==> src/rtl/fes_pkg.sv <==
package fes_pkg;
  localparam logic [7:0] OP_BLOCK_ERASE = 8'h50;
  localparam logic [7:0] OP_PAGE_ERASE  = 8'h81;
  localparam logic [7:0] OP_STATUS_RD   = 8'hD7;
  localparam logic [7:0] FILL_BYTE      = 8'h00;
  localparam int unsigned CMD_BYTES     = 4;
  localparam int unsigned POLL_BYTES    = 2;
  localparam int unsigned GROUP_PAGES   = 8;

  typedef enum logic [1:0] {
    ERR_NONE    = 2'd0,
    ERR_ALIGN   = 2'd1,
    ERR_TIMEOUT = 2'd2
  } err_e;

  typedef enum logic [2:0] {
    ST_IDLE,
    ST_CMD,
    ST_GAP_CMD,
    ST_POLL,
    ST_GAP_POLL,
    ST_FIN
  } state_e;
endpackage

==> src/rtl/fes_unit_plan.sv <==
module fes_unit_plan
  import fes_pkg::*;
#(
  parameter int unsigned PG_W        = 24,
  parameter int unsigned PAGE_SHIFT  = 9,
  parameter bit          ALLOW_BLOCK = 1'b1
) (
  input  logic [PG_W-1:0] page_idx,
  input  logic [PG_W-1:0] rem_pages,
  output logic            use_block,
  output logic [7:0]      opcode,
  output logic [15:0]     addr_upper,
  output logic [PG_W-1:0] step
);
  localparam int unsigned GRP_LOG = $clog2(GROUP_PAGES);

  generate
    if (ALLOW_BLOCK) begin : g_block
      assign use_block = (page_idx[GRP_LOG-1:0] == '0) &&
                         (rem_pages >= PG_W'(GROUP_PAGES));
    end else begin : g_page_only
      assign use_block = 1'b0;
    end
  endgenerate

  assign opcode     = use_block ? OP_BLOCK_ERASE : OP_PAGE_ERASE;
  assign step       = use_block ? PG_W'(GROUP_PAGES) : PG_W'(1);
  assign addr_upper = 16'(page_idx << (PAGE_SHIFT - 8));
endmodule

==> src/rtl/fes_poll_timer.sv <==
module fes_poll_timer #(
  parameter int unsigned TIMEOUT_CYC = 400_000_000
) (
  input  logic clk,
  input  logic rst_n,
  input  logic load,
  input  logic run,
  output logic expired
);
  localparam int unsigned TW = $clog2(TIMEOUT_CYC + 1);

  logic [TW-1:0] cnt_q, cnt_d;
  logic          cnt_en;

  always_comb begin
    cnt_en = 1'b0;
    cnt_d  = cnt_q;
    if (load) begin
      cnt_en = 1'b1;
      cnt_d  = TW'(TIMEOUT_CYC);
    end else if (run && (cnt_q != '0)) begin
      cnt_en = 1'b1;
      cnt_d  = cnt_q - 1'b1;
    end
  end

  always_ff @(posedge clk or negedge rst_n) begin
    if (!rst_n)      cnt_q <= '0;
    else if (cnt_en) cnt_q <= cnt_d;
  end

  assign expired = (cnt_q == '0);

  assert_timer_floor_R6: assert property (@(posedge clk) disable iff (!rst_n)
    (run && !load && expired) |=> expired);
endmodule

==> src/rtl/fes_ctrl.sv <==
module fes_ctrl
  import fes_pkg::*;
#(
  parameter int unsigned ADDR_W     = 24,
  parameter int unsigned PAGE_BYTES = 264
) (
  input  logic              clk,
  input  logic              rst_n,
  input  logic              req_valid,
  input  logic [ADDR_W-1:0] req_offset,
  input  logic [ADDR_W-1:0] req_len,
  output logic              busy,
  output logic              done,
  output logic [1:0]        err_code,
  output logic              spi_cs,
  output logic              spi_start,
  output logic [7:0]        spi_tx,
  input  logic              spi_done,
  input  logic              spi_rdy_bit,
  output logic [ADDR_W-1:0] page_idx,
  output logic [ADDR_W-1:0] rem_pages,
  input  logic [7:0]        plan_opcode,
  input  logic [15:0]       plan_addr,
  input  logic [ADDR_W-1:0] plan_step,
  output logic              tmr_load,
  output logic              tmr_run,
  input  logic              tmr_expired
);
  localparam logic [ADDR_W-1:0] PB       = ADDR_W'(PAGE_BYTES);
  localparam logic [1:0]        CMD_LAST = 2'(CMD_BYTES - 1);
  localparam logic [1:0]        POLL_LAST = 2'(POLL_BYTES - 1);

  state_e            state_q, state_d;
  logic [ADDR_W-1:0] page_q, page_d, rem_q, rem_d;
  logic              pos_en;
  logic [1:0]        byte_q, byte_d;
  logic              pend_q, pend_d;
  logic              rdy_q, rdy_d;
  err_e              err_q, err_d;
  logic              off_mis, len_mis;
  logic [ADDR_W-1:0] off_pages, len_pages;

  assign off_mis   = (req_offset % PB) != '0;
  assign len_mis   = (req_len % PB) != '0;
  assign off_pages = req_offset / PB;
  assign len_pages = req_len / PB;

  always_comb begin
    state_d   = state_q;
    page_d    = page_q;
    rem_d     = rem_q;
    pos_en    = 1'b0;
    byte_d    = byte_q;
    pend_d    = pend_q;
    rdy_d     = rdy_q;
    err_d     = err_q;
    spi_start = 1'b0;
    tmr_load  = 1'b0;
    unique case (state_q)
      ST_IDLE: begin
        if (req_valid) begin
          byte_d = '0;
          pend_d = 1'b0;
          if (off_mis || len_mis) begin
            err_d   = ERR_ALIGN;
            state_d = ST_FIN;
          end else begin
            err_d   = ERR_NONE;
            pos_en  = 1'b1;
            page_d  = off_pages;
            rem_d   = len_pages;
            state_d = (len_pages == '0) ? ST_FIN : ST_CMD;
          end
        end
      end
      ST_CMD: begin
        if (!pend_q) begin
          spi_start = 1'b1;
          pend_d    = 1'b1;
        end else if (spi_done) begin
          pend_d = 1'b0;
          if (byte_q == CMD_LAST) begin
            byte_d   = '0;
            tmr_load = 1'b1;
            state_d  = ST_GAP_CMD;
          end else begin
            byte_d = byte_q + 1'b1;
          end
        end
      end
      ST_GAP_CMD: state_d = ST_POLL;
      ST_POLL: begin
        if (!pend_q) begin
          spi_start = 1'b1;
          pend_d    = 1'b1;
        end else if (spi_done) begin
          pend_d = 1'b0;
          if (byte_q == POLL_LAST) begin
            byte_d  = '0;
            rdy_d   = spi_rdy_bit;
            state_d = ST_GAP_POLL;
          end else begin
            byte_d = byte_q + 1'b1;
          end
        end
      end
      ST_GAP_POLL: begin
        if (rdy_q) begin
          pos_en  = 1'b1;
          page_d  = page_q + plan_step;
          rem_d   = rem_q - plan_step;
          state_d = (rem_q == plan_step) ? ST_FIN : ST_CMD;
        end else if (tmr_expired) begin
          err_d   = ERR_TIMEOUT;
          state_d = ST_FIN;
        end else begin
          state_d = ST_POLL;
        end
      end
      ST_FIN:  state_d = ST_IDLE;
      default: state_d = ST_IDLE;
    endcase
  end

  always_ff @(posedge clk or negedge rst_n) begin
    if (!rst_n) begin
      state_q <= ST_IDLE;
      byte_q  <= '0;
      pend_q  <= 1'b0;
      rdy_q   <= 1'b0;
      err_q   <= ERR_NONE;
    end else begin
      state_q <= state_d;
      byte_q  <= byte_d;
      pend_q  <= pend_d;
      rdy_q   <= rdy_d;
      err_q   <= err_d;
    end
  end

  always_ff @(posedge clk or negedge rst_n) begin
    if (!rst_n) begin
      page_q <= '0;
      rem_q  <= '0;
    end else if (pos_en) begin
      page_q <= page_d;
      rem_q  <= rem_d;
    end
  end

  always_comb begin
    spi_tx = FILL_BYTE;
    if (state_q == ST_CMD) begin
      unique case (byte_q)
        2'd0:    spi_tx = plan_opcode;
        2'd1:    spi_tx = plan_addr[15:8];
        2'd2:    spi_tx = plan_addr[7:0];
        default: spi_tx = FILL_BYTE;
      endcase
    end else if (state_q == ST_POLL) begin
      spi_tx = (byte_q == '0) ? OP_STATUS_RD : FILL_BYTE;
    end
  end

  assign spi_cs    = (state_q == ST_CMD) || (state_q == ST_POLL);
  assign tmr_run   = (state_q == ST_GAP_CMD) || (state_q == ST_POLL) ||
                     (state_q == ST_GAP_POLL);
  assign busy      = (state_q != ST_IDLE);
  assign done      = (state_q == ST_FIN);
  assign err_code  = err_q;
  assign page_idx  = page_q;
  assign rem_pages = rem_q;

  assert_align_reject_R1: assert property (@(posedge clk) disable iff (!rst_n)
    ((state_q == ST_IDLE) && req_valid && (off_mis || len_mis))
      |=> (done && !spi_cs && (err_code == ERR_ALIGN)));

  assert_unit_step_R4: assert property (@(posedge clk) disable iff (!rst_n)
    ((state_q == ST_GAP_POLL) && rdy_q)
      |=> ((rem_q == $past(rem_q) - ADDR_W'(1)) ||
           (rem_q == $past(rem_q) - ADDR_W'(GROUP_PAGES))));

  assert_done_single_R7: assert property (@(posedge clk) disable iff (!rst_n)
    done |=> !done);

  assert_hold_while_busy_R8: assert property (@(posedge clk) disable iff (!rst_n)
    (busy && (state_q != ST_GAP_POLL) && (state_q != ST_FIN))
      |=> ($stable(page_q) && $stable(rem_q)));

  assert_tx_hold_R9: assert property (@(posedge clk) disable iff (!rst_n)
    (pend_q && !spi_done) |=> ($stable(spi_tx) && !spi_start));

  assert_start_in_cs_R9: assert property (@(posedge clk) disable iff (!rst_n)
    spi_start |-> spi_cs);
endmodule

==> src/rtl/flash_erase_seq.sv <==
module flash_erase_seq
  import fes_pkg::*;
#(
  parameter int unsigned ADDR_W      = 24,
  parameter int unsigned PAGE_BYTES  = 264,
  parameter int unsigned PAGE_SHIFT  = 9,
  parameter int unsigned TIMEOUT_CYC = 400_000_000,
  parameter bit          ALLOW_BLOCK = 1'b1
) (
  input  logic              clk,
  input  logic              rst_n,
  input  logic              req_valid,
  input  logic [ADDR_W-1:0] req_offset,
  input  logic [ADDR_W-1:0] req_len,
  output logic              busy,
  output logic              done,
  output logic [1:0]        err_code,
  output logic              spi_cs,
  output logic              spi_start,
  output logic [7:0]        spi_tx,
  input  logic              spi_done,
  input  logic [7:0]        spi_rx
);
  logic              rst_meta, rst_sync_n;
  logic [ADDR_W-1:0] page_idx, rem_pages, plan_step;
  logic [7:0]        plan_opcode;
  logic [15:0]       plan_addr;
  logic              plan_block;
  logic              tmr_load, tmr_run, tmr_expired;

  always_ff @(posedge clk or negedge rst_n) begin
    if (!rst_n) begin
      rst_meta   <= 1'b0;
      rst_sync_n <= 1'b0;
    end else begin
      rst_meta   <= 1'b1;
      rst_sync_n <= rst_meta;
    end
  end

  fes_unit_plan #(
    .PG_W(ADDR_W), .PAGE_SHIFT(PAGE_SHIFT), .ALLOW_BLOCK(ALLOW_BLOCK)
  ) u_plan (
    .page_idx(page_idx), .rem_pages(rem_pages), .use_block(plan_block),
    .opcode(plan_opcode), .addr_upper(plan_addr), .step(plan_step)
  );

  fes_poll_timer #(.TIMEOUT_CYC(TIMEOUT_CYC)) u_timer (
    .clk(clk), .rst_n(rst_sync_n), .load(tmr_load), .run(tmr_run),
    .expired(tmr_expired)
  );

  fes_ctrl #(.ADDR_W(ADDR_W), .PAGE_BYTES(PAGE_BYTES)) u_ctrl (
    .clk(clk), .rst_n(rst_sync_n), .req_valid(req_valid),
    .req_offset(req_offset), .req_len(req_len), .busy(busy), .done(done),
    .err_code(err_code), .spi_cs(spi_cs), .spi_start(spi_start),
    .spi_tx(spi_tx), .spi_done(spi_done), .spi_rdy_bit(spi_rx[7]),
    .page_idx(page_idx), .rem_pages(rem_pages), .plan_opcode(plan_opcode),
    .plan_addr(plan_addr), .plan_step(plan_step), .tmr_load(tmr_load),
    .tmr_run(tmr_run), .tmr_expired(tmr_expired)
  );

  assert_block_grouping_R4: assert property (@(posedge clk) disable iff (!rst_sync_n)
    (spi_start && (spi_tx == OP_BLOCK_ERASE) && plan_block) |->
      (page_idx[2:0] == 3'd0));
endmodule

==> config.mk <==
export PLATFORM = sky130hd
export DESIGN_NAME = flash_erase_seq
export DESIGN_NICKNAME = d
export VERILOG_FILES = /design/src/rtl/fes_pkg.sv /design/src/rtl/fes_unit_plan.sv /design/src/rtl/fes_poll_timer.sv /design/src/rtl/fes_ctrl.sv /design/src/rtl/flash_erase_seq.sv
export SDC_FILE = /design/constraint.sdc
export NUM_CORES = 1
export LEC_CHECK = 0
export CAP_MARGIN = 20
export CORE_ASPECT_RATIO = 1.4
export CORE_MARGIN = 2
export CORE_UTILIZATION = 25
export DETAILED_ROUTE_END_ITERATION = 16
export GPL_ROUTABILITY_DRIVEN = 1
export SYNTH_ARGS = -nofsm -noshare
export SYNTH_HDL_FRONTEND = slang
export SYNTH_HIERARCHICAL = 1
export SYNTH_SLANG_ARGS = --single-unit
==> constraint.sdc <==
create_clock -name clk -period 5.5 [get_ports clk]
set_input_delay 1.375 -clock clk [delete_from_list [all_inputs] [get_ports clk]]
set_output_delay 1.375 -clock clk [all_outputs]
set_load 0.01 [all_outputs]
==> results of run 1 <==
-- cells in the final DEF, fill, tap and decap left out, drive strengths merged, types with 24 or more instances in the layout --
master,n
or3,32
ha,45
o211ai,31
a211o,25
buf,706
nand3,68
a21o,40
o21ai,123
inv,85
a21oi,130
nand4,24
and3,24
conb,28
o31ai,28
nor2b,24
nor2,130
dfrtp,79
nand2,120
a31oi,30
a211oi,36
nor3,69
xnor2,55
and2,33
clkdlybuf4s50,51
mux2,42
nand2b,28
nor4,28
-- layer usage --
metal	vias up	part of all wire	global-route usage
met5	-	0.00021	0
met4	2	0.050	0.08258
met3	184	0.028	0.01461
met2	485	0.53	0.3424
met1	8289	0.39	0.1851
li1	8280	-	-
-- what timing repair did --
action / in CTS / in global routing
buffers inserted: 54 / 58
pin swaps: 81 / 118
gates cloned: 2 / 2
resized for setup: 232 / 230
hold endpoints to repair: 0 / 0
setup endpoints to repair: 41 / 41
-- stage by stage --
step | hold WS (ps) | setup WS (ps) | setup TNS [ps]
after floorplan | 331.2 | -5954 | -238020
after global placement | 342.4 | -6631 | -267390
after detailed placement | 359.5 | -6771 | -272540
after CTS | 381.1 | -5505 | -222700
after global routing | 212.9 | -5914 | -240180
final | 195.3 | -5722 | -231830
-- cell type report --
cell class / instances / area, sq um / area share
multi-input cells: 1548 / 12580 / 0.5688
well taps: 721 / 902.1 / 0.04079
inverters: 86 / 322.8 / 0.01459
repair buffers: 759 / 6023 / 0.2723
clock inverters: 5 / 66.31 / 0.002998
flip-flops and latches: 79 / 1981 / 0.08955
clock buffers: 11 / 242.7 / 0.01097
-- flip-flops by register name, indices dropped and copies added (netlist names) --
name              count
u_ctrl/pend_q         1
rst_sync_n            1
u_ctrl/state_q        3
u_ctrl/err_code       2
u_timer/cnt_q        29
u_ctrl/byte_q         2
u_ctrl/page_idx      15
rst_meta              1
u_ctrl/rdy_q          1
u_ctrl/rem_pages     24
-- final timing paths --
path	start	endpoint	cells past startpoint
worst max-delay path	req_len[17]	u_ctrl/page_idx[12]	50
worst min-delay path	rst_sync_n	u_timer/cnt_q[23]	0
worst max register to register	u_ctrl/rem_pages[15]	u_ctrl/rem_pages[23]	31
worst min register to register	rst_sync_n	u_timer/cnt_q[23]	0
max in group asynchronous	rst_n	rst_sync_n	1
min in group clk	rst_meta	rst_sync_n	0
-- critical path: cells and delay by family --
family / cells / cell delay, ps
xor gates and xnor gates: 1 / 130
and+or+nand+nor: 8 / 1500
AOI/OAI and AO/OA: 18 / 5110
buffers and inverters: 21 / 2870
muxes: 2 / 460
-- power by group through the flow --
stage                     Clock [W]  Combinational (W)  Sequential, W
after floorplan                   0            0.00440       0.000989
after global placement            0            0.00755        0.00104
after detailed placement          0            0.00769        0.00105
after CTS                  0.000646            0.00835        0.00105
after global routing       0.000674             0.0102        0.00108
final                      0.000633            0.00951        0.00104
==> metrics.cfg, run 1 <==
[status]
status = finished, violations left
failed_checks = negative setup slack

[pwr]
p_seq_frac = 0.093
switchingPower_w = 0.005172
power_frac_clock = 0.057
internal_power_w = 0.006017
power.density_nw_per_um2 = 505.9
total_power_w = 0.01119
p_comb_frac = 0.850
sw_frac_of_total = 0.4622
p_leak_nw = 9.363
peakVddDrop_v = 0.0002623

[floorplan]
start_util = 0.2522
core.rowCount = 101
dieArea_sq_um = 56610
core_sq_um = 54210
dieHeight_um = 280.7
pin_count = 74
die_w_um = 201.7

[cells_and_area]
fill_cells = 5322
final_cells = 3209
drive_gt1_frac = 0.4441
num_antenna_cells = 0
area_growth_pct = 61.75
num-nets-final = 2590
final_util = 0.4080
final_cell_area_sq_um = 22120

[placed_design]
placed_cell_area_sq_um = 19110
place_congestion = 0.9414
numPortBuffers = 66
placedCellCount = 3081
dp_hpwl_um = 39640

[global_routing]
overflow = 0
grt_pass1_wl_um = 82940
track_usage = 0.1741
antenna_found_initial = 1
grt_pass1_vias = 17200
grt_max_degree = 78

[sta]
relSlewSlack = 0.3545
clock_skew_ps = 10.81
finalHoldViolCount = 0
rsz0062_at_grt = true
drv_slew = 0
max_freq_mhz = 89.11
tightest_slew_ps = 959.4
finalWorstSetupSlack_ps = -5722
min_period_ps = 11220
post-route-period-util = 2.040
finalSetupViolCount = 41

[logic_synthesis]
yosys_warnings = 6
syn_inst = 1817
netlist_area_sq_um = 13670
syn_area_per_cell_sq_um = 7.526

[run]
cap_violations = 0

[route]
totalWireLength_um = 53630
drc = 0
vias = 17240
wire_per_inst_um = 16.71
ant_nets = 0
firstDrtPassIters = 5
drt-initial-drc-count = 1007
via_per_inst = 5.372

[clock_tree]
clock_latency_ps = 350
cts_tree = yes
cts_sinks = 79
htreeDepth = 3
cts_max_path_buffers = 2
holdBufCountCts = 0
root_buffer = clkbuf_16
cts.clk_slew.worst_paths_ps = 60
numCtsBuffers = 9

[critical_path]
required_ps = 5730
path_class = primary input to flip-flop
path_max_fanout = 8
critPathArrivalTime_ps = 11450
cp-start-kind = primary input
crit_top_cell = buf_4
cpMaxStageDelayCell = o41a_1
slowest_delay_ps = 530
critPathCaptureType = flip-flop
r2r_slack_ps = -620

[worst_hold_path]
holdCritPathClass = flip-flop to async pin

(Power assumes the default switching activity.)
==> inputs of run 2 (changes only) <==
SKIP_CTS_REPAIR_TIMING = 1   (was default)
clock period = 12.7 ns   (was 5.5 ns; I/O delays follow)
==> metrics.cfg, run 2 (same netlist as run 1, synthesis figures left out) <==
[status]
status = finished, violations left
failed_checks = negative setup slack

[sta]
min_period_ps = 12990
clock_skew_ps = 8.222
finalHoldViolCount = 0
tns_ps = -8556
relSlewSlack = 0.3914
finalWorstSetupSlack_ps = -294.9
finalSetupViolCount = 39
drv_slew = 0
tightest_slew_ps = 904.6
post-route-period-util = 1.023
rsz0062_at_grt = true
max_freq_mhz = 76.95

[placed_design]
numPortBuffers = 66
dp_hpwl_um = 37560
place_congestion = 0.9045
pre_cts_slack_ps = -1354

[floorplan]
dieArea_sq_um = 56610
pin_count = 74
dieHeight_um = 280.7
die_w_um = 201.7
core_sq_um = 54210
start_util = 0.2522
core.rowCount = 101

[clock_tree]
clock_latency_ps = 350
numCtsBuffers = 9
cts_tree = yes
cts_sinks = 79
cts.clk_slew.worst_paths_ps = 70
htreeDepth = 3
cts_max_path_buffers = 2
root_buffer = clkbuf_16

[run]
cap_violations = 0

[cells_and_area]
drive_gt1_frac = 0.3904
largest_reg_flops = 29
top_register = u_timer/cnt_q
num_antenna_cells = 0
final_cell_mix = 550 x buf_4, 119 x nor2_1, 118 x a21oi_1, 114 x nand2_1, 90 x o21ai_0
seq_area_sq_um = 1981
area_growth_pct = 52.92
num-nets-final = 2474
layout_commonest_cell = buf_4
multi_input_area_sq_um = 12140
fill_cells = 5381

[pwr]
power_frac_clock = 0.061
power.density_nw_per_um2 = 216.5
p_comb_frac = 0.836
p_seq_frac = 0.103
sw_frac_of_total = 0.4631
p_leak_nw = 8.822
switchingPower_w = 0.002097
peakVddDrop_v = 0.0001070
internal_power_w = 0.002430

[worst_hold_path]
holdCritPathClass = flip-flop to async pin

[route]
vias = 16540
ant_nets = 0
drc = 0
firstDrtPassIters = 6
totalWireLength_um = 49350
via_per_inst = 5.349
wire_per_inst_um = 15.95
drt-initial-drc-count = 952

[global_routing]
grt_pass1_wl_um = 77020
antenna_found_initial = 2
grt_pass1_vias = 16270
overflow = 0
grt_max_degree = 78
track_usage = 0.1599

[critical_path]
critPathCaptureType = flip-flop
r2r_slack_ps = 6420
r2r_cells = 31
path_max_fanout = 17
slowest_delay_ps = 570
cpLargestDelayFamily = compound AO/OA/AOI/OAI gates
crit_top_cell = buf_4
r2r_start = u_ctrl/rem_pages[11]
cp.buffers_inverters = 12
cpMaxStageDelayCell = or4b_4
rr_endpoint = u_ctrl/rem_pages[23]
path_class = primary input to flip-flop
required_ps = 12930
cp-start-kind = primary input
critPathArrivalTime_ps = 13230

==> run 2: cell type report <==
class                           count  share of cell area
Inverter                           86             0.01544
Clock buffer                       10             0.01143
Tap cell                          721             0.04314
Multi-Input combinational cell   1544              0.5803
Clock inverter                      6            0.003530
Timing Repair Buffer              647              0.2514
Sequential cell                    79             0.09472
==> run 2: power groups by stage <==
stage | clock network (W) | registers [W] | logic (W)
after detailed placement | 0 | 0.000466 | 0.00321
after floorplan | 0 | 0.000428 | 0.00190
after global placement | 0 | 0.000461 | 0.00316
after CTS | 0.000284 | 0.000463 | 0.00323
after global routing | 0.000296 | 0.000482 | 0.00410
final | 0.000276 | 0.000466 | 0.00379
==> run 2: through the flow <==
stage          instance area, sq um  cells    util  total power, W  hold WS (ps)
6_report                      20910   3093  0.3857        0.004527         282.4
5_1_grt                       20910   3093  0.3857        0.004873         311.1
4_1_cts                       18920   3026  0.3489        0.003981         361.8
3_5_place_dp                  18600   3010  0.3432        0.003680         338.0
3_3_place_gp                  18600   3010  0.3432        0.003619         340.8
2_1_floorplan                 13920   1843       -        0.002331         331.2
==> run 2: layer usage <==
layer | routed length, um | track usage | part of all wire
met2 | 26370 | 0.3161 | 0.53
met4 | 1768 | 0.06467 | 0.036
met5 | 25 | 0 | 0.00051
met3 | 1470 | 0.01380 | 0.030
met1 | 19710 | 0.1729 | 0.40
==> run 2: worst max-delay path by stage <==
stage / startpoint / to / cells past startpoint
after floorplan: req_offset[18] / u_ctrl/page_idx[0] / 38
after global routing: req_len[21] / u_ctrl/rem_pages[4] / 45
final: req_len[18] / u_ctrl/rem_pages[4] / 44
after CTS: req_len[20] / u_ctrl/rem_pages[4] / 39
after global placement: req_len[20] / u_ctrl/page_idx[8] / 40
after detailed placement: req_len[20] / u_ctrl/rem_pages[13] / 39
==> run 2: worst reg2reg max path: cells and delay by family, from the launching register on <==
kind,cells,cell delay [ps]
AOI/OAI and AO/OA,22,4250
xor gates and xnor gates,1,100
adders and majority gates,1,270
DFF,1,420
and+or+nand+nor,7,1130
